<file path="config.mk">
export PLATFORM = sky130hd
export DESIGN_NAME = stream_burst_src
export DESIGN_NICKNAME = d
export VERILOG_FILES = /design/src/rtl/dmasrc_pkg.sv /design/src/rtl/dmasrc_plq.sv /design/src/rtl/dmasrc_ctrl.sv /design/src/rtl/stream_burst_src.sv
export SDC_FILE = /design/constraint.sdc
export NUM_CORES = 1
export LEC_CHECK = 0
export BUFFER_PORTS_ARGS = -buffer_cell sky130_fd_sc_hd__buf_2
export CORE_UTILIZATION = 45
export DETAILED_ROUTE_END_ITERATION = 10
export PLACE_DENSITY = 0.69
export SLEW_MARGIN = 15
export SYNTH_ARGS = -nofsm -noshare
export SYNTH_HDL_FRONTEND = slang
export SYNTH_HIERARCHICAL = 1
export SYNTH_SLANG_ARGS = --single-unit
</file>
<file path="constraint.sdc">
create_clock -name clk_i -period 5.08 [get_ports clk_i]
set_input_delay 0.508 -clock clk_i [delete_from_list [all_inputs] [get_ports clk_i]]
set_output_delay 0.508 -clock clk_i [all_outputs]
set_load 0.05 [all_outputs]
</file>
<file path="src/rtl/dmasrc_pkg.sv">
package dmasrc_pkg;
  typedef enum logic [1:0] {
    ST_IDLE  = 2'd0,
    ST_BURST = 2'd1,
    ST_DROP  = 2'd2
  } src_state_e;
endpackage

</file>
<file path="src/rtl/dmasrc_plq.sv">
module dmasrc_plq #(
  parameter int DEPTH = 4,
  parameter int W     = 12
) (
  input  logic         clk_i,
  input  logic         rst_ni,
  input  logic         push_i,
  input  logic [W-1:0] din_i,
  input  logic         pop_i,
  output logic [W-1:0] dout_o,
  output logic         nonempty_o,
  output logic         ovf_o
);
  localparam int AW = (DEPTH > 1) ? $clog2(DEPTH) : 1;
  localparam int CW = $clog2(DEPTH + 1);
  localparam logic [AW-1:0] PTR_MAX = AW'(DEPTH - 1);
  localparam logic [CW-1:0] CNT_MAX = CW'(DEPTH);

  logic [W-1:0]  mem [DEPTH];
  logic [AW-1:0] wr_ptr, rd_ptr;
  logic [CW-1:0] count;
  logic          full, do_push, do_pop;

  assign full       = (count == CNT_MAX);
  assign do_push    = push_i & ~full;
  assign do_pop     = pop_i & (count != '0);
  assign nonempty_o = (count != '0);
  assign dout_o     = mem[rd_ptr];

  always_ff @(posedge clk_i) begin
    if (do_push) mem[wr_ptr] <= din_i;
  end

  always_ff @(posedge clk_i or negedge rst_ni) begin
    if (!rst_ni) begin
      wr_ptr <= '0;
      rd_ptr <= '0;
      count  <= '0;
      ovf_o  <= 1'b0;
    end else begin
      if (do_push) wr_ptr <= (wr_ptr == PTR_MAX) ? '0 : wr_ptr + 1'b1;
      if (do_pop)  rd_ptr <= (rd_ptr == PTR_MAX) ? '0 : rd_ptr + 1'b1;
      if (do_push && !do_pop)      count <= count + 1'b1;
      else if (!do_push && do_pop) count <= count - 1'b1;
      if (push_i && full) ovf_o <= 1'b1;
    end
  end
endmodule

</file>
<file path="src/rtl/dmasrc_ctrl.sv">
module dmasrc_ctrl
  import dmasrc_pkg::*;
#(
  parameter int BURST_LEN = 4,
  parameter int ID_W      = 4,
  parameter int LEN_W     = 12,
  localparam int CNT_W    = $clog2(BURST_LEN + 1)
) (
  input  logic             clk_i,
  input  logic             rst_ni,
  input  logic             seg_valid_i,
  input  logic             seg_last_i,
  output logic             seg_ready_o,
  input  logic             s_valid_i,
  input  logic             s_last_i,
  output logic             s_ready_o,
  output logic             beat_o,
  output logic             burst_end_o,
  output logic             eot_beat_o,
  output logic             partial_o,
  output logic [LEN_W-1:0] partial_len_o,
  output logic             bd_valid_o,
  output logic [CNT_W-1:0] bd_beats_o,
  output logic [ID_W-1:0]  bd_id_o,
  output logic             bd_eot_o,
  output logic             rewind_o,
  output logic [ID_W-1:0]  rewind_id_o,
  output logic             cpl_valid_o,
  output logic [LEN_W-1:0] dbg_beats_o
);
  localparam logic [CNT_W-1:0] LAST_CNT = CNT_W'(BURST_LEN - 1);

  src_state_e       state;
  logic             seg_last_q, fresh;
  logic [CNT_W-1:0] cnt;
  logic [ID_W-1:0]  burst_id;
  logic [LEN_W-1:0] total;
  logic             seg_fire, full_beat, abort;

  assign s_ready_o     = (state == ST_BURST);
  assign seg_ready_o   = (state != ST_BURST);
  assign seg_fire      = seg_valid_i & seg_ready_o;
  assign beat_o        = s_valid_i & s_ready_o;
  assign full_beat     = (cnt == LAST_CNT);
  assign burst_end_o   = beat_o & (full_beat | s_last_i);
  assign eot_beat_o    = burst_end_o & (seg_last_q | s_last_i);
  assign abort         = burst_end_o & s_last_i & ~seg_last_q;
  // any TLAST except on the programmed final beat shortens the transfer
  assign partial_o     = burst_end_o & s_last_i & ~(seg_last_q & full_beat);
  assign partial_len_o = total + 1'b1;
  assign dbg_beats_o   = total;

  always_ff @(posedge clk_i or negedge rst_ni) begin
    if (!rst_ni) begin
      state       <= ST_IDLE;
      seg_last_q  <= 1'b0;
      fresh       <= 1'b1;
      cnt         <= '0;
      burst_id    <= '0;
      total       <= '0;
      bd_valid_o  <= 1'b0;
      bd_beats_o  <= '0;
      bd_id_o     <= '0;
      bd_eot_o    <= 1'b0;
      rewind_o    <= 1'b0;
      rewind_id_o <= '0;
      cpl_valid_o <= 1'b0;
    end else begin
      bd_valid_o  <= 1'b0;
      rewind_o    <= 1'b0;
      cpl_valid_o <= 1'b0;
      unique case (state)
        ST_IDLE: if (seg_fire) begin
          seg_last_q <= seg_last_i;
          cnt        <= '0;
          state      <= ST_BURST;
          if (fresh) begin
            total <= '0;
            fresh <= 1'b0;
          end
        end
        ST_BURST: if (beat_o) begin
          cnt   <= cnt + 1'b1;
          total <= total + 1'b1;
          if (burst_end_o) begin
            bd_valid_o <= 1'b1;
            bd_beats_o <= cnt + 1'b1;
            bd_id_o    <= burst_id;
            bd_eot_o   <= eot_beat_o;
            burst_id   <= burst_id + 1'b1;
            if (eot_beat_o) fresh <= 1'b1;
            if (abort) begin
              rewind_o    <= 1'b1;
              rewind_id_o <= burst_id + 1'b1;
              state       <= ST_DROP;
            end else begin
              state <= ST_IDLE;
            end
          end
        end
        ST_DROP: if (seg_fire) begin
          cpl_valid_o <= 1'b1;
          if (seg_last_i) state <= ST_IDLE;
        end
        default: state <= ST_IDLE;
      endcase
    end
  end
endmodule

</file>
<file path="src/rtl/stream_burst_src.sv">
module stream_burst_src #(
  parameter int DATA_W    = 16,
  parameter int BURST_LEN = 4,
  parameter int ID_W      = 4,
  parameter int LEN_W     = 12,
  parameter int PLQ_DEPTH = 4,
  localparam int CNT_W    = $clog2(BURST_LEN + 1)
) (
  input  logic              clk_i,
  input  logic              rst_ni,
  input  logic              seg_valid_i,
  input  logic              seg_last_i,
  output logic              seg_ready_o,
  input  logic              s_valid_i,
  input  logic [DATA_W-1:0] s_data_i,
  input  logic              s_last_i,
  output logic              s_ready_o,
  output logic              d_valid_o,
  output logic [DATA_W-1:0] d_data_o,
  output logic              d_last_o,
  output logic              d_eot_o,
  output logic              bd_valid_o,
  output logic [CNT_W-1:0]  bd_beats_o,
  output logic [ID_W-1:0]   bd_id_o,
  output logic              bd_eot_o,
  output logic              rewind_o,
  output logic [ID_W-1:0]   rewind_id_o,
  output logic              cpl_valid_o,
  input  logic              report_en_i,
  input  logic              plq_pop_i,
  output logic [LEN_W-1:0]  plq_data_o,
  output logic              plq_nonempty_o,
  output logic              plq_ovf_o,
  output logic [LEN_W-1:0]  dbg_beats_o
);
  logic             partial;
  logic [LEN_W-1:0] partial_len;

  dmasrc_ctrl #(.BURST_LEN(BURST_LEN), .ID_W(ID_W), .LEN_W(LEN_W)) u_ctrl (
    .clk_i, .rst_ni,
    .seg_valid_i, .seg_last_i, .seg_ready_o,
    .s_valid_i, .s_last_i, .s_ready_o,
    .beat_o        (d_valid_o),
    .burst_end_o   (d_last_o),
    .eot_beat_o    (d_eot_o),
    .partial_o     (partial),
    .partial_len_o (partial_len),
    .bd_valid_o, .bd_beats_o, .bd_id_o, .bd_eot_o,
    .rewind_o, .rewind_id_o, .cpl_valid_o, .dbg_beats_o
  );

  assign d_data_o = s_data_i;

  dmasrc_plq #(.DEPTH(PLQ_DEPTH), .W(LEN_W)) u_plq (
    .clk_i, .rst_ni,
    .push_i     (partial & report_en_i),
    .din_i      (partial_len),
    .pop_i      (plq_pop_i),
    .dout_o     (plq_data_o),
    .nonempty_o (plq_nonempty_o),
    .ovf_o      (plq_ovf_o)
  );
endmodule

</file>
==> results.txt, run 1 <==
----------------------------------------------------
[Outcome]
  Status ... completed

[Clock network]
  Setup fix buffers added after clock tree synthesis ... 0
  Clock root cell ... sky130_fd_sc_hd__clkbuf_8
  Worst-skew pair later-pin latency ... 0.37 ns
  Num Clock Sinks ... 94
  H-Tree Depth ... 3
  Post-CTS Hold Buffers ... 0
  CTS tree ... built
  Clock Tree Buf Depth ... 2
  Number of gates given a new drive strength after cts ... 0
  Inserted Clock Buffers ... 9
  Clock-pin slew on the worst setup and hold paths ... 0.10 ns

[STA]
  FMAX ... 0.3432 GHz
  Number of setup violations in the final report ... 0
  Final period demand of the worst path ... 2.914 ns
  Total Neg Setup Slack ... 0 ns
  Transition time of the tightest slew-check pin ... 0.8114 ns
  Worst Hold Margin ... 0.1276 ns
  Worst rel slew slack ... 45.91%
  Number of failing hold endpoints at the final stage ... 0
  Final WS setup ... 2.166 ns
  Setup repair after global routing missed its margin ... no
  Final number of max-transition violations ... 0
  Share of the clock period used by the worst path ... 57.36%
  Worst clock skew ... 0.01257 ns

[Logic synthesis]
  Total of warnings raised by yosys ... 6
  Post-synth top flop ... sky130_fd_sc_hd__edfxtp_1
  Async set-reset flop share out of synthesis ... 48.94%
  Synthesized instance count ... 303
  Syn_nets ... 338
  Library cell with the highest instance count after synthesis ... sky130_fd_sc_hd__edfxtp_1
  Number of enable-type register cells in the synthesized netlist ... 48
  Post-synth top area share ... 33.99%
  Number of unique standard cell types used by synthesis ... 51
  Largest cells by area after synthesis ... sky130_fd_sc_hd__edfxtp_1 34%, sky130_fd_sc_hd__dfrtp_1 27%, sky130_fd_sc_hd__mux4_2 4.2%
  Most frequent cells after synthesis ... 48 x sky130_fd_sc_hd__edfxtp_1, 45 x sky130_fd_sc_hd__dfrtp_1, 30 x sky130_fd_sc_hd__nand2_1, 17 x sky130_fd_sc_hd__buf_4, 15 x sky130_fd_sc_hd__inv_1
  Sequential cell area fraction in the yosys report ... 61.17%
  Register bit count reported by yosys ... 94
  Avg Synthesized Cell Area ... 13.99 um2
  Cell Area, Synth ... 4240 um2
  Post-synth top area cell ... sky130_fd_sc_hd__edfxtp_1

[Critical path]
  Critical Path Slowest Stage Cell ... sky130_fd_sc_hd__dfrtp_1
  Cell chain of the critical path ... nand3b_4 -> inv_1 -> and3_1 -> and2_1 -> a21boi_2 -> ha_1 -> inv_1 -> fa_1 -> xor2_1 -> nor2_1 -> xor2_1
  Worst setup EP type ... register
  Data arrival time at the worst-slack endpoint ... 3.21 ns
  Kind of launch point of the worst setup path ... register
  Largest delay share family, worst path ... simple AND/OR/NAND/NOR gates
  Required time reported for the critical path endpoint ... 5.37 ns
  CP max FO ... 14
  Type of the setup path with the least slack ... register to register
  Biggest cell delay along the critical path ... 0.47 ns
  WP buf/inv ... 2

[Cells and area]
  Final nets ... 374
  Post-route standard cell area excluding fillers ... 4647 um2
  Utilization of the core after routing ... 50.53%
  Layout overhead on the synthesized area ... 9.590%
  Post-route non-filler standard cell count ... 455
  Fraction of layout instances using a drive strength above 1 ... 27.33%
  # diodes ... 0

[Pwr]
  Pwr Density ... 600.7 nW/um2
  Largest vdd supply drop ... 350.3 uV
  Pwr Total ... 2.791 mW
  Leakage dissipation ... 2.035 nW

[Floorplan]
  Core box area ... 9196 um2
  Top-level port count ... 86
  Vertical die dimension ... 99.07 um
  Number of placement rows ... 35
  Die area ... 9815 um2
  DIE WIDTH ... 99.07 um
  Starting Density ... 46.11%

[Detailed routing]
  Drt first-iter violations ... 109
  Routed length per placed instance ... 16.21 um
  1st-pass router iterations ... 4
  Wirelength, routed ... 7376 um
  Number of design rule violations left after detail routing ... 0
  Via-to-Cell Ratio ... 5.305
  Via Count ... 2,414
  Residual antenna-violating net count after detailed routing ... 0

[Global routing]
  Global-route usage over all layers ... 16.18%
  Vias in the first global route ... 2,387
  GR Util met3 ... 4.539%
  Met1 global-route usage ... 21.44%
  Met2 track demand over resource ... 25.77%
  Pin count of the biggest net entering global routing ... 47
  Overflow left after global routing ... 0
  Number of antenna violations at the first check in global routing ... 0
  Global-route wire length before repair ... 12,100 um
  Peak-usage layer in the global routing report ... met2

[Placement]
  Routability cong. ... 0.7946
  Number of buffer cells added on primary ports ... 53
  Setup Slack @ Placement ... 2.040 ns
  Post-detailed-placement cell area ... 4429 um2
  Hpwl dp ... 5094 um
  Post-Place Cells ... 439

[Worst hold path]
  Hold/Removal Path Class ... input port to async pin

[Run]
  Max Cap Viol ... 0

----------------------------------------------------
[where the power goes]
part / total, mW / internal [mW] / switching (mW)
Sequential: 1.15 / 0.973 / 0.182
Combinational: 1.12 / 0.353 / 0.767
Clock: 0.517 / 0.240 / 0.277
[per-layer routing]
layer	wire (um)	part of all wire (%)
met5	0	0
met3	404	5.5
met4	124	1.7
met2	3493	47
met1	3353	45
[final cells by class]
type | instances | area [um2]
multi-input combinational | 165 | 1371
clock buffer | 9 | 123.9
tap | 111 | 138.9
fill | 797 | 4549
sequential | 94 | 2594
timing repair buffer | 53 | 267.8
inverter | 16 | 60.06
clock inverter | 7 | 91.34
[cell families (layout without fill, tap and decap cells)]
logic type / count (synthesis) / count (layout) / share of synthesized area (%)
buffers and inverters: 44 / 85 / 6.491
adder cells (fa/ha/maj): 11 / 11 / 3.423
multiplexers: 21 / 21 / 9.147
XOR/XNOR: 18 / 18 / 3.718
AND/OR/NAND/NOR: 71 / 71 / 9.236
flip-flops: 94 / 94 / 61.17
AO/OA/AOI/OAI: 44 / 44 / 6.816
[placed cells by master, fill, tap and decap left out, types with 2 or more instances in the layout]
master	count
sky130_fd_sc_hd__a21o_1	2
sky130_fd_sc_hd__a21oi_1	7
sky130_fd_sc_hd__a22o_1	5
sky130_fd_sc_hd__a31o_2	2
sky130_fd_sc_hd__and2_1	7
sky130_fd_sc_hd__and3_1	3
sky130_fd_sc_hd__buf_2	52
sky130_fd_sc_hd__clkbuf_8	9
sky130_fd_sc_hd__dfrtp_1	45
sky130_fd_sc_hd__edfxtp_1	48
sky130_fd_sc_hd__ha_1	10
sky130_fd_sc_hd__inv_1	15
sky130_fd_sc_hd__inv_8	2
sky130_fd_sc_hd__mux2_1	2
sky130_fd_sc_hd__mux2_2	4
sky130_fd_sc_hd__mux2i_1	2
sky130_fd_sc_hd__mux4_1	4
sky130_fd_sc_hd__mux4_2	8
sky130_fd_sc_hd__nand2_1	30
sky130_fd_sc_hd__nand3_1	7
sky130_fd_sc_hd__nor2_1	12
sky130_fd_sc_hd__o21ai_0	13
sky130_fd_sc_hd__o22ai_1	4
sky130_fd_sc_hd__o31ai_1	4
sky130_fd_sc_hd__xnor2_1	12
sky130_fd_sc_hd__xor2_1	6
[worst paths after layout]
path,from,end,slack (ns),cells past startpoint
setup / recovery,u_ctrl/state[1],u_plq/count[2],2.17,11
hold / removal,rst_ni,u_ctrl/bd_id_o[2],0.13,1
setup reg to reg,u_ctrl/state[1],u_plq/count[2],2.17,11
hold reg to reg,u_ctrl/bd_id_o[1],u_ctrl/bd_id_o[1],0.49,2
max in group asynchronous,rst_ni,u_plq/rd_ptr[1],4.55,1
min in group clk_i,seg_last_i,u_ctrl/seg_last_q,0.40,2
[sequential cells by signal, summed over array words and instances (netlist names)]
signal and count:
u_plq/ovf_o 1, u_ctrl/bd_id_o 4, u_plq/mem 48, u_ctrl/dbg_beats_o 12, u_ctrl/cnt 3, u_ctrl/bd_beats_o 3
u_ctrl/rewind_id_o 4, u_ctrl/bd_valid_o 1, u_ctrl/rewind_o 1, u_ctrl/burst_id 4, u_ctrl/state 2, u_plq/count 3
u_ctrl/seg_last_q 1, u_plq/wr_ptr 2, u_ctrl/fresh 1, u_plq/rd_ptr 2, u_ctrl/bd_eot_o 1, u_ctrl/cpl_valid_o 1
No activity file was read; power rests on OpenSTA's default activity.
==> run 2, diff against run 1 <==
==> constraint.sdc (replaced) <==
create_clock -name clk_i -period 3 [get_ports clk_i]
set_input_delay 0.3 -clock clk_i [delete_from_list [all_inputs] [get_ports clk_i]]
set_output_delay 0.3 -clock clk_i [all_outputs]
set_load 0.05 [all_outputs]
==> run 2 against run 1 <==
- critical path depth rose by 1
- critical path type unchanged
- fmax increased by 7.2%
- clock power grew 86%
- core utilization is 0.52 points higher
- first-iteration DRC count increased by 2.8%
- sequential power rose by 70%
- global-route usage is 0.11 points lower
- cell area rose by 1.0%
- count of clock-buffer cells in the layout did not move
- routed wire length increased by 2.4%
- combinational power rose by 71%
==> results.txt, run 2 (synthesized netlist as in run 1, its figures left out) <==
----------------------------------------------------
[Placement]
  Hpwl dp ... 5148 um (was 5094 um)
  Routability cong. ... 0.7770 (was 0.7946)
  Setup Slack @ Placement ... 0.3087 ns (was 2.040 ns)
  Number of buffer cells added on primary ports ... 53 (unchanged)
  Post-Place Cells ... 441 (was 439)

[Critical path]
  Cell chain of the critical path ... ha_1 -> ha_1 -> nand2_1 -> and3_1 -> and2_1 -> a21boi_2 -> ha_1 -> inv_1 -> fa_1 -> xor2_1 -> nor2_1 -> xor2_1 (was nand3b_4 -> inv_1 -> and3_1 -> and2_1 -> a21boi_2 -> ha_1 -> inv_1 -> fa_1 -> xor2_1 -> nor2_1 -> xor2_1)
  Required time reported for the critical path endpoint ... 3.29 ns (was 5.37 ns)
  Most Frequent Cell on Critical Path ... sky130_fd_sc_hd__ha_1
  Biggest cell delay along the critical path ... 0.43 ns (was 0.47 ns)
  WP buf/inv ... 1 (was 2)
  Data arrival time at the worst-slack endpoint ... 3.00 ns (was 3.21 ns)
  Kind of launch point of the worst setup path ... register (unchanged)
  Type of the setup path with the least slack ... register to register (unchanged)
  CP max FO ... 7 (was 14)
  Largest delay share family, worst path ... adder cells (was simple AND/OR/NAND/NOR gates)
  Worst setup EP type ... register (unchanged)
  Critical Path Slowest Stage Cell ... sky130_fd_sc_hd__dfrtp_1 (unchanged)

[Global routing]
  Pin count of the biggest net entering global routing ... 47 (unchanged)
  Vias in the first global route ... 2,388 (was 2,387)
  Number of antenna violations at the first check in global routing ... 0 (unchanged)
  Overflow left after global routing ... 0 (unchanged)
  Global-route wire length before repair ... 11,960 um (was 12,100 um)
  Global-route usage over all layers ... 16.07% (was 16.18%)

[Cells and area]
  Most frequent cells in the layout ... 52 x sky130_fd_sc_hd__buf_2, 48 x sky130_fd_sc_hd__edfxtp_1, 45 x sky130_fd_sc_hd__dfrtp_1 (unchanged)
  Fraction of layout instances using a drive strength above 1 ... 27.67% (was 27.33%)
  # diodes ... 0 (unchanged)
  Layout overhead on the synthesized area ... 10.71% (was 9.590%)
  Most common library cell in the layout ignoring fill and taps ... sky130_fd_sc_hd__buf_2 (unchanged)
  Final nets ... 377 (was 374)
  Max FFs per register ... 48 (unchanged)
  Top reg by flops ... u_plq/mem (unchanged)
  Post-route non-filler standard cell count ... 458 (was 455)
  Number of fillers in the final layout ... 812 (was 797)

[STA]
  Final number of max-transition violations ... 0 (unchanged)
  Number of failing hold endpoints at the final stage ... 0 (unchanged)
  Setup repair after global routing missed its margin ... no (unchanged)
  Worst Hold Margin ... 0.1975 ns (was 0.1276 ns)
  Worst rel slew slack ... 45.34% (was 45.91%)
  Transition time of the tightest slew-check pin ... 0.8199 ns (was 0.8114 ns)
  Final period demand of the worst path ... 2.717 ns (was 2.914 ns)
  FMAX ... 0.3681 GHz (was 0.3432 GHz)
  Total Neg Setup Slack ... 0 ns (unchanged)
  Share of the clock period used by the worst path ... 90.56% (was 57.36%)
  Final WS setup ... 0.2832 ns (was 2.166 ns)
  Worst clock skew ... 0.009803 ns (was 0.01257 ns)
  Number of setup violations in the final report ... 0 (unchanged)

[Clock network]
  Clock root cell ... sky130_fd_sc_hd__clkbuf_8 (unchanged)
  H-Tree Depth ... 3 (unchanged)
  Worst-skew pair later-pin latency ... 0.36 ns (was 0.37 ns)
  Clock-pin slew on the worst setup and hold paths ... 0.10 ns (about the same)
  Clock Tree Buf Depth ... 2 (unchanged)
  Inserted Clock Buffers ... 9 (unchanged)
  Setup fix buffers added after clock tree synthesis ... 0 (unchanged)
  CTS tree ... built (unchanged)
  Num Clock Sinks ... 94 (unchanged)

[Detailed routing]
  Routed length per placed instance ... 16.50 um (was 16.21 um)
  Drt first-iter violations ... 112 (was 109)
  Number of design rule violations left after detail routing ... 0 (unchanged)
  Via-to-Cell Ratio ... 5.317 (was 5.305)
  Wirelength, routed ... 7555 um (was 7376 um)
  1st-pass router iterations ... 4 (unchanged)
  Residual antenna-violating net count after detailed routing ... 0 (unchanged)
  Via Count ... 2,435 (was 2,414)

[Pwr]
  Pwr Density ... 1029 nW/um2 (was 600.7 nW/um2)
  Pwr Total ... 4.829 mW (was 2.791 mW)
  Leakage dissipation ... 2.057 nW (was 2.035 nW)
  Largest vdd supply drop ... 623.7 uV (was 350.3 uV)

[Floorplan]
  DIE WIDTH ... 99.07 um (unchanged)
  Starting Density ... 46.11% (unchanged)
  Number of placement rows ... 35 (unchanged)
  Die area ... 9815 um2 (unchanged)
  Top-level port count ... 86 (unchanged)
  Vertical die dimension ... 99.07 um (unchanged)
  Core box area ... 9196 um2 (unchanged)

[Run]
  Max Cap Viol ... 0 (unchanged)

[Worst hold path]
  Hold/Removal Path Class ... input port to register (was input port to async pin)

[Outcome]
  Status ... completed (unchanged)

----------------------------------------------------
[run 2: cell count changes in the layout (fill, tap and decap cells not counted)]
cell	delta
sky130_fd_sc_hd__clkinv_2	-1
sky130_fd_sc_hd__bufinv_16	+1
sky130_fd_sc_hd__inv_8	-1
sky130_fd_sc_hd__dlygate4sd3_1	+1
sky130_fd_sc_hd__buf_4	+2
sky130_fd_sc_hd__inv_6	+1
[run 2: stage by stage]
| step | utilization [%] | cell area, um2 |
|---|---|---|
| final | 51.05 | 4695 |
| after global routing | 51.05 | 4695 |
| after CTS | 50.91 | 4682 |
| after detailed placement | 48.33 | 4444 |
| after global placement | 48.33 | 4444 |
| after floorplan | - | 4240 |
[run 2: final timing paths]
path / from / endpoint / slack, ns / cells after the start
max in group asynchronous: rst_ni / u_plq/rd_ptr[1] / 2.10 / 2
max: u_ctrl/cnt[0] / u_plq/count[2] / 0.28 / 12
min: seg_last_i / u_ctrl/seg_last_q / 0.20 / 2
min in group asynchronous: rst_ni / u_ctrl/bd_id_o[1] / 0.49 / 2
max reg2reg: u_ctrl/cnt[0] / u_plq/count[2] / 0.28 / 12
min reg2reg: u_ctrl/bd_eot_o / u_ctrl/bd_eot_o / 0.48 / 1
[run 2: final cells by class]
type	count	area, um2	area share (%)
multi-input combinational	165	1371	29.21
clock buffer	9	123.9	2.639
timing repair buffer	56	292.8	6.237
sequential	94	2594	55.25
inverter	16	60.06	1.279
clock inverter	7	113.9	2.425
tap	111	138.9	2.958
[run 2: layer usage]
metal / wire [um] / up-vias / GRT usage (%)
li1: - / 1152 / -
met1: 3328 / 1196 / 21.32
met2: 3702 / 74 / 25.87
met3: 432 / 13 / 4.823
met4: 92 / 0 / 4.525
met5: 0 / - / 0
[run 2: what timing repair did]
| item | in CTS | in global routing |
|---|---|---|
| gates resized for setup | 0 | 0 |
| endpoints found under the hold margin | 0 | 41 |
| hold buffers | 0 | 1 |
[run 2: power by group]
part	internal (mW)	total, mW	switching (mW)
registers	1.65	1.96	0.311
clock network	0.490	0.961	0.471
logic	0.610	1.91	1.30
total	2.75	4.83	2.08
